`config.mk`:
```
export PLATFORM = sky130hd
export DESIGN_NAME = bank_addr_gen
export DESIGN_NICKNAME = d
export VERILOG_FILES = /design/src/rtl/bank_addr_pkg.sv /design/src/rtl/seg_bank_regs.sv /design/src/rtl/offset_extend.sv /design/src/rtl/region_decode.sv /design/src/rtl/bank_addr_gen.sv
export SDC_FILE = /design/constraint.sdc
export NUM_CORES = 1
export LEC_CHECK = 0
export ABC_CLOCK_PERIOD_IN_PS = 4350
export BUFFER_PORTS_ARGS = -buffer_cell sky130_fd_sc_hd__buf_2
export CAP_MARGIN = 15
export CORE_MARGIN = 3
export CORE_UTILIZATION = 40
export DETAILED_ROUTE_END_ITERATION = 16
export PLACE_DENSITY = 0.87
export SETUP_SLACK_MARGIN = 0.15
export SYNTH_ARGS = -nofsm -noshare
export SYNTH_HDL_FRONTEND = slang
export SYNTH_SLANG_ARGS = --single-unit
export TNS_END_PERCENT = 100
```
`constraint.sdc`:
```
create_clock -name clk -period 4.35 [get_ports clk]
set_clock_uncertainty 0.2 [all_clocks]
set_input_delay 0.2175 -clock clk [delete_from_list [all_inputs] [get_ports clk]]
set_output_delay 0.2175 -clock clk [all_outputs]
set_load 0.005 [all_outputs]
```
`src/rtl/bank_addr_pkg.sv`:
```
package bank_addr_pkg;
  typedef enum logic [1:0] {
    RGN_ROM  = 2'b00,
    RGN_RAM  = 2'b01,
    RGN_VRAM = 2'b10,
    RGN_RSVD = 2'b11
  } region_t;
endpackage

```
`src/rtl/seg_bank_regs.sv`:
```
module seg_bank_regs #(
  parameter int DATA_W = 16,
  parameter int SEG_W  = 7,
  parameter int BANK_W = 8
) (
  input  logic              clk,
  input  logic              rst,
  input  logic              ljmp_en,
  input  logic [DATA_W-1:0] ljmp_seg_val,
  input  logic              exc_entry,
  input  logic              bank_wr_en,
  input  logic [DATA_W-1:0] bank_wr_val,
  output logic [SEG_W-1:0]  code_seg,
  output logic [SEG_W-1:0]  saved_seg,
  output logic [BANK_W-1:0] bank_hi,
  output logic [BANK_W-1:0] bank_lo
);
  always_ff @(posedge clk) begin
    if (rst) begin
      code_seg  <= '0;
      saved_seg <= '0;
    end else if (exc_entry) begin
      saved_seg <= code_seg;
      code_seg  <= '0;
    end else if (ljmp_en) begin
      code_seg <= ljmp_seg_val[SEG_W-1:0];
    end
  end

  always_ff @(posedge clk) begin
    if (rst) begin
      bank_hi <= '0;
      bank_lo <= '0;
    end else if (bank_wr_en) begin
      bank_hi <= bank_wr_val[2*BANK_W-1:BANK_W];
      bank_lo <= bank_wr_val[BANK_W-1:0];
    end
  end

  // exception saves the segment and clears it
  p_exc_save_r7: assert property (@(posedge clk) disable iff (rst)
    exc_entry |=> (code_seg == '0) && (saved_seg == $past(code_seg)));
  // long jump loads the low segment bits
  p_ljmp_load_r6: assert property (@(posedge clk) disable iff (rst)
    (ljmp_en && !exc_entry) |=> code_seg == $past(ljmp_seg_val[SEG_W-1:0]));
  // the segment holds when idle
  p_seg_hold_r6: assert property (@(posedge clk) disable iff (rst)
    (!ljmp_en && !exc_entry) |=> $stable(code_seg));
endmodule

```
`src/rtl/offset_extend.sv`:
```
module offset_extend #(
  parameter int DATA_W = 16,
  parameter int SEG_W  = 7,
  parameter int BANK_W = 8,
  parameter int ADDR_W = 23
) (
  input  logic [DATA_W-1:0] opa_val,
  input  logic [DATA_W-1:0] opb_val,
  input  logic              use_seg,
  input  logic [SEG_W-1:0]  code_seg,
  input  logic [BANK_W-1:0] bank_hi,
  input  logic [BANK_W-1:0] bank_lo,
  output logic [ADDR_W-1:0] phys_addr
);
  localparam int LOW_W = DATA_W - 1;
  logic [DATA_W-1:0] offset;
  logic [BANK_W-1:0] bank_sel;

  always_comb begin
    offset   = opa_val + opb_val;
    bank_sel = offset[DATA_W-1] ? bank_hi : bank_lo;
    if (use_seg) phys_addr = {code_seg, offset};
    else         phys_addr = {bank_sel, offset[LOW_W-1:0]};
  end
endmodule

```
`src/rtl/region_decode.sv`:
```
module region_decode
  import bank_addr_pkg::*;
#(
  parameter int ADDR_W = 23,
  parameter int LOC_W  = 22,
  parameter int RAM_W  = 17,
  parameter int VRAM_W = 16
) (
  input  logic [ADDR_W-1:0] phys_addr,
  output region_t           region,
  output logic [LOC_W-1:0]  local_addr
);
  localparam int TOP = ADDR_W - 1;
  always_comb begin
    local_addr = '0;
    if (!phys_addr[TOP]) begin
      region     = RGN_ROM;
      local_addr = phys_addr[LOC_W-1:0];
    end else begin
      case (phys_addr[TOP-1:TOP-2])
        2'b00: begin
          region     = RGN_RAM;
          local_addr = {{(LOC_W-RAM_W){1'b0}}, phys_addr[RAM_W-1:0]};
        end
        2'b11: begin
          region     = RGN_VRAM;
          local_addr = {{(LOC_W-VRAM_W){1'b0}}, phys_addr[VRAM_W-1:0]};
        end
        default: region = RGN_RSVD;
      endcase
    end
  end
endmodule

```
`src/rtl/bank_addr_gen.sv`:
```
module bank_addr_gen
  import bank_addr_pkg::*;
#(
  parameter int DATA_W = 16,
  parameter int SEG_W  = 7,
  parameter int BANK_W = 8,
  parameter int RAM_W  = 17,
  parameter int VRAM_W = 16
) (
  input  logic                      clk,
  input  logic                      rst,
  input  logic [DATA_W-1:0]         opa_val,
  input  logic [DATA_W-1:0]         opb_val,
  input  logic                      opa_is_pc,
  input  logic                      opb_is_pc,
  input  logic                      ljmp_en,
  input  logic [DATA_W-1:0]         ljmp_seg_val,
  input  logic                      exc_entry,
  input  logic                      bank_wr_en,
  input  logic [DATA_W-1:0]         bank_wr_val,
  input  logic [DATA_W-1:0]         mem_rd_data,
  output logic [SEG_W+DATA_W-1:0]   phys_addr,
  output logic [1:0]                region,
  output logic [SEG_W+DATA_W-2:0]   local_addr,
  output logic                      decode_err,
  output logic [DATA_W-1:0]         rd_data,
  output logic [SEG_W-1:0]          code_seg,
  output logic [SEG_W-1:0]          saved_seg,
  output logic [2*BANK_W-1:0]       bank_rd
);
  localparam int ADDR_W = SEG_W + DATA_W;
  localparam int LOC_W  = ADDR_W - 1;

  logic [BANK_W-1:0] bank_hi, bank_lo;
  region_t           rgn;
  logic              use_seg;

  assign use_seg = opa_is_pc | opb_is_pc;

  seg_bank_regs #(.DATA_W(DATA_W), .SEG_W(SEG_W), .BANK_W(BANK_W)) u_regs (
    .clk(clk), .rst(rst), .ljmp_en(ljmp_en), .ljmp_seg_val(ljmp_seg_val),
    .exc_entry(exc_entry), .bank_wr_en(bank_wr_en), .bank_wr_val(bank_wr_val),
    .code_seg(code_seg), .saved_seg(saved_seg), .bank_hi(bank_hi), .bank_lo(bank_lo)
  );

  offset_extend #(.DATA_W(DATA_W), .SEG_W(SEG_W), .BANK_W(BANK_W), .ADDR_W(ADDR_W)) u_ext (
    .opa_val(opa_val), .opb_val(opb_val), .use_seg(use_seg), .code_seg(code_seg),
    .bank_hi(bank_hi), .bank_lo(bank_lo), .phys_addr(phys_addr)
  );

  region_decode #(.ADDR_W(ADDR_W), .LOC_W(LOC_W), .RAM_W(RAM_W), .VRAM_W(VRAM_W)) u_dec (
    .phys_addr(phys_addr), .region(rgn), .local_addr(local_addr)
  );

  assign region     = rgn;
  assign decode_err = (rgn == RGN_RSVD);
  assign rd_data    = decode_err ? '1 : mem_rd_data;
  assign bank_rd    = {bank_hi, bank_lo};

  logic [DATA_W-1:0] chk_sum;
  assign chk_sum = opa_val + opb_val;

  // low offset bits pass through unchanged
  p_low_bits_r1: assert property (@(posedge clk) disable iff (rst)
    phys_addr[DATA_W-2:0] == chk_sum[DATA_W-2:0]);
  // program-counter form uses the code segment
  p_pc_seg_r2: assert property (@(posedge clk) disable iff (rst)
    use_seg |-> phys_addr[ADDR_W-1:DATA_W] == code_seg);
  // bank word readback after write
  p_bank_wr_r5: assert property (@(posedge clk) disable iff (rst)
    bank_wr_en |=> bank_rd == $past(bank_wr_val));
  // reserved access reads all ones
  p_rsvd_ones_r9: assert property (@(posedge clk) disable iff (rst)
    (phys_addr[ADDR_W-1:ADDR_W-3] == 3'b101 || phys_addr[ADDR_W-1:ADDR_W-3] == 3'b110)
      |-> (decode_err && rd_data == '1));
  // RAM mirror leaves upper local bits clear
  p_ram_mirror_r8: assert property (@(posedge clk) disable iff (rst)
    (region == 2'b01) |-> local_addr[LOC_W-1:RAM_W] == '0);
endmodule

```
-- Word level (Yosys, flattened, before mapping)
Cells that the tools add are included.
- output and inout port bits: 94
- bits in registers: 30
- logic and storage cells: 17
- bits of input ports: 87
- add/sub/neg operators: 1
- bitwise logic cells: 1
- eq/ne operators: 2
- reductions and logical operators: 2
- muxes and demuxes: 7
- operators by type and width (operator ; count):
    $pmux 17 s2 ; 1
    $mux 23 ; 1
    $mux 22 ; 1
    $add 16x16->16 ; 1
    $mux 16 ; 1
    $mux 8 ; 1
    $eq 2x2->1 const B ; 2
    $pmux 2 s2 ; 1
    $logic_not 2->1 ; 1
    $mux 2 ; 1
    $reduce_or 2->1 ; 1
    $or 1x1->1 ; 1

-- Longest topological paths before layout
- depth after elaboration: 8
- mapped depth: 16
- depth with buffers taken out: 13

-- Hierarchy
Synthesis repeated with hierarchy kept, for this count alone.
- cell total of the unflattened synthesis: 305
- area total of the unflattened synthesis: 2562.5 µm²
- modules (own cells, without submodules) (module ; cells each ; sequential area each (µm²) ; times used ; area each (µm²)):
    seg_bank_regs ; 98 ; 600.6 ; 1 ; 1091.0
    offset_extend ; 149 ; 0.0 ; 1 ; 1041.0
    region_decode ; 36 ; 0.0 ; 1 ; 249.0
    bank_addr_gen ; 22 ; 0.0 ; 1 ; 181.4

-- Least setup slack after synthesis
OpenSTA, ideal clock, no wires.
- path kind: input -> output
- start point: in opa_val[10]
- end point: out local_addr[13]
- data required time: 3933 ps
- stages: 13
- setup slack: 1098 ps
- arrival time: 2835 ps
- path buffers: 2
- path through: ha_1 > a21oi_2 > o21ai_1 > a211oi_2 > nand2_2 > buf_4 > mux2_1 > o211a_1 > ha_1 > nor2_1 > nor3_2 > buf_6 > a31oi_1
- word-level cells in the longest chain between the ends: 6
- elaborated cells on any way between the ends: 7
- classes of those cells: add/sub: 1; eq/ne: 1; mux: 4; reduce/logical: 1
- ends and longest elaborated chain (element ; line ; RTL):
    start: declaration ; bank_addr_gen.sv:12 ; input logic [DATA_W-1:0] opa_val,
    $add 16x16->16 (*) ; -- ;
    $mux 8 ; offset_extend.sv:21 ; bank_sel = offset[DATA_W-1] ? bank_hi : bank_lo;
    $mux 23 (*) ; offset_extend.sv:22 ; if (use_seg) phys_addr = {code_seg, offset};
    $eq 2x2->1 / $logic_not 2->1 (equally long branches) ; region_decode.sv:20 ; case (phys_addr[TOP-1:TOP-2])
    $pmux 17 s2 ; region_decode.sv:20 ;
    $mux 22 (*) ; region_decode.sv:16 ; if (!phys_addr[TOP]) begin
    end: declaration ; bank_addr_gen.sv:24 ; output logic [SEG_W+DATA_W-2:0] local_addr,
Mark *: on every way between the ends. The rest lies on a longest branch, timed or not.

-- Worst setup path in the final report
- start point: in opa_val[2]
- end point: out local_addr[0]
- word-level cells in the longest chain between the ends: 6
- elaborated cells on any way between the ends: 7
- classes of those cells: add/sub: 1; eq/ne: 1; mux: 4; reduce/logical: 1
- ends and longest elaborated chain (element ; line):
    $add 16x16->16 (*) ; --
    $mux 8 (*) ; offset_extend.sv:21
    $mux 23 (*) ; offset_extend.sv:22
    $eq 2x2->1 / $logic_not 2->1 (equally long branches) ; region_decode.sv:20
    $pmux 17 s2 ; region_decode.sv:20
    $mux 22 (*) ; region_decode.sv:16
Marked as above.

==> run metrics <==
leak pwr=1.95 nW; pwr dens=between 200 and 300 nW/um^2; Area growth syn-to-layout=47.5%; drt total wl=8670 microns; count of final hold-check violations=0; CP arrival=3.26 ns; Synth cell types=50; GRT overflow=0; xor and xnor area share after synthesis=0.0349; Post-CTS Repair Setup Buffers=0; flops & latches, synth=30; Longest Clk Path Bufs=2; Fin Hold WS=between 0.015 and 0.02 ns; input/output buffers=171; Primary FF master, synth=dfxtp_1; Die Area=7250 sq um; cts bufs inserted=5; Peak Freq=around 270 MHz; status=completed; Rows=28; worst skew pair latency=0.28 ns; maximum vdd drop=0.229 mV; drt wl/cell=15.2 microns; Synth Cell Area=between 2000 and 3000 sq um; antenna cells=0; Core Footprint=5990 sq um; Ports=about 180; Syn Area/Cell=roughly 8.2 sq um; syn nets=between 400 and 500; Post-Synth Simple-Gate Area=0.249; DRC Markers=0; max-cap viol count=0; largest net degree at the start of global routing=25; first-pass GRT wire length=13700 microns; sequential share of the synthesized area=0.240; total power=931 uW; slowest cell delay on critical path=0.45 ns; root buf cell=clkbuf_8; post-synthesis adder-cell area fraction=0.103; layout cell share with drive strength beyond 1=0.407; vias in the first global route=3027; gr usage total=0.232; mux cell area share after synthesis=0.170; hpwl dp=6570 microns; peak fanout along the critical path=13; R2R Setup Slk=3.29 ns; grt met2 use=0.439; GRT met1 Usage=0.251; H-tree depth=2; final setup vio count=0; crit-path cells=buf_2 > ha_1 > a21oi_1 > a211oi_2 > o211ai_2 > nand2_2 > mux2_2 > o211a_1 > inv_1 > ha_1 > nor2_1 > nor2_1 > nor3_4 > nor2b_1 > buf_2; CP required=3.93 ns; Post-DRT Antenna Nets=0; post-synthesis compound-gate area fraction=0.164; Die Span Y=85.2 microns; starting density of the core=0.418; busiest grt layer=met2; met3 Resource Use GR=0.0515; critical path endpoint category=output port; routed vias/inst=5.22; Yosys warning count=0; minimum clock period=3.68 ns; kind of critical path=in2out; Tcrit/Tclk final=0.845; setup TNS=0 ns; clk sinks=30; CP max stage cell=nor3_4; Clk pin slew, worst setup/hold paths=0.06 ns; Vias=between 2000 and 3000; asr flop ratio synth=0; Worst Tran Pin Value=0.549 ns; Die X=~85 microns; drt pass-1 iters=4; fin. max-slew vios=0; CTS tree=yes; GP Congestion=0.835; Worst setup SP type=primary input; unrepaired setup endpoints after global routing=no; EDFF count, synth=0; Post-Syn Instances=306; largest family of logic cells by synthesized area=simple AND/OR/NAND/NOR gates; headroom to the max-slew limit=0.633; Iter 0 DRT Violations=65; Layout Nets=600; antenna violations before repair=0; hold crit path type=in2reg
cells in the final DEF (no fill, tap or decap), types with 2 or more instances in the layout:
| master | count |
|---|---|
| buf_4 | 2 |
| o21ai_1 | 4 |
| nand2b_1 | 17 |
| buf_2 | 171 |
| dfxtp_1 | 30 |
| nand2_2 | 2 |
| or2_2 | 3 |
| o21a_1 | 3 |
| nor2_1 | 51 |
| a21oi_2 | 2 |
| dlygate4sd3_1 | 20 |
| o31a_1 | 6 |
| nand3_1 | 3 |
| a21oi_1 | 14 |
| nor3_1 | 2 |
| a31oi_1 | 5 |
| xor2_1 | 5 |
| inv_1 | 6 |
| o211a_1 | 2 |
| o21ai_0 | 4 |
| ha_1 | 19 |
| mux2_2 | 4 |
| nor2b_1 | 15 |
| a211oi_2 | 2 |
| xnor2_1 | 5 |
| clkbuf_8 | 6 |
| mux2i_1 | 37 |
| a21boi_1 | 3 |
| nand2_1 | 24 |
| and2_1 | 2 |
| o211ai_1 | 3 |
worst max-delay path: cells and delay by family:
family,cells,cell delay [ns]
multiplexers,1,0.26
buffers and inverters,3,0.37
AND/OR/NAND/NOR,5,0.93
AO/OA/AOI/OAI,4,0.93
adder cells (fa/ha/maj),2,0.56
synth_stat cells (2+ instances only):
cell / count / area (sq um)
o31a_1: 6 / 52.6
xnor2_1: 5 / 43.8
a21boi_1: 3 / 22.5
buf_6: 2 / 22.5
buf_4: 2 / 15.0
mux2i_1: 37 / 370
nor3_1: 2 / 10.0
o21a_1: 3 / 22.5
nor3_2: 2 / 20.0
and2_1: 2 / 12.5
a21oi_2: 2 / 17.5
a31oi_1: 5 / 31.3
nand3_1: 3 / 15.0
a211oi_2: 2 / 25.0
or2_2: 3 / 18.8
dfxtp_1: 30 / 601
nor2_1: 51 / 191
nand2_2: 2 / 12.5
inv_1: 6 / 22.5
nor2b_1: 15 / 93.8
o211a_1: 2 / 20.0
o211ai_1: 3 / 22.5
nand2_1: 24 / 90.1
nand2b_1: 17 / 106
o21ai_0: 4 / 20.0
ha_1: 19 / 238
clkbuf_1: 8 / 30.0
o21ai_1: 4 / 20.0
mux2_2: 4 / 45.0
a21oi_1: 14 / 70.1
xor2_1: 5 / 43.8
path summary, 6_finish.rpt:
path / startpoint / to / cells after the start
setup / recovery: opa_val[2] / local_addr[0] / 15
setup reg to reg: u_regs.code_seg[6] / u_regs.saved_seg[6] / 2
hold / removal: bank_wr_val[8] / u_regs.bank_hi[0] / 3
hold reg to reg: u_regs.saved_seg[3] / u_regs.saved_seg[3] / 2
cell type report:
type | instances | area (sq um)
Clock buffer | 7 | 86.3
Clock inverter | 1 | 5.00
Tap cell | 75 | 93.8
Multi-Input combinational cell | 256 | 1810
Timing Repair Buffer | 193 | 1070
Fill cell | 500 | 2290
Sequential cell | 30 | 601
Inverter | 7 | 26.3
logic make-up after synthesis:
family | count (synthesis)
simple gates | 127
compound gates | 57
mux | 42
flops | 30
buf+inv | 20
fa+ha+maj | 20
xor+xnor | 10
power breakdown:
part           switching [mW]  leakage (nW)  internal [mW]
Combinational           0.199          1.66          0.201
Clock                   0.103        0.0482          0.127
Sequential             0.0135         0.246          0.287
Total                   0.316          1.95          0.615
flip-flops by register name (all words and copies together), names as in the netlist:
register	count
u_regs.bank_hi	8
u_regs.bank_lo	8
u_regs.code_seg	7
u_regs.saved_seg	7
per-layer routing:
| metal | share of wire | vias up |
|---|---|---|
| li1 | - | 1438 |
| met5 | 0 | - |
| met4 | 0.020 | 0 |
| met2 | 0.52 | 132 |
| met1 | 0.38 | 1382 |
| met3 | 0.078 | 17 |
what timing repair did:
action	4_1_cts	5_1_grt
resized for setup	0	1
setup endpoints to repair	0	11
hold buffers	20	0
endpoints found under the hold margin	20	0
through the flow:
stage | worst slack, ns | cell area (sq um) | std cells | utilization
finish | 0.675 | 3700 | 569 | 0.617
global route | 0.377 | 3700 | 569 | 0.617
CTS | 0.390 | 3690 | 569 | 0.616
detailed placement | 0.393 | 3400 | 541 | 0.567
global placement | 0.525 | 3400 | 541 | 0.567
floorplan | 1.10 | 2510 | 306 | -
Note: power is estimated with default switching activity, not from simulation.
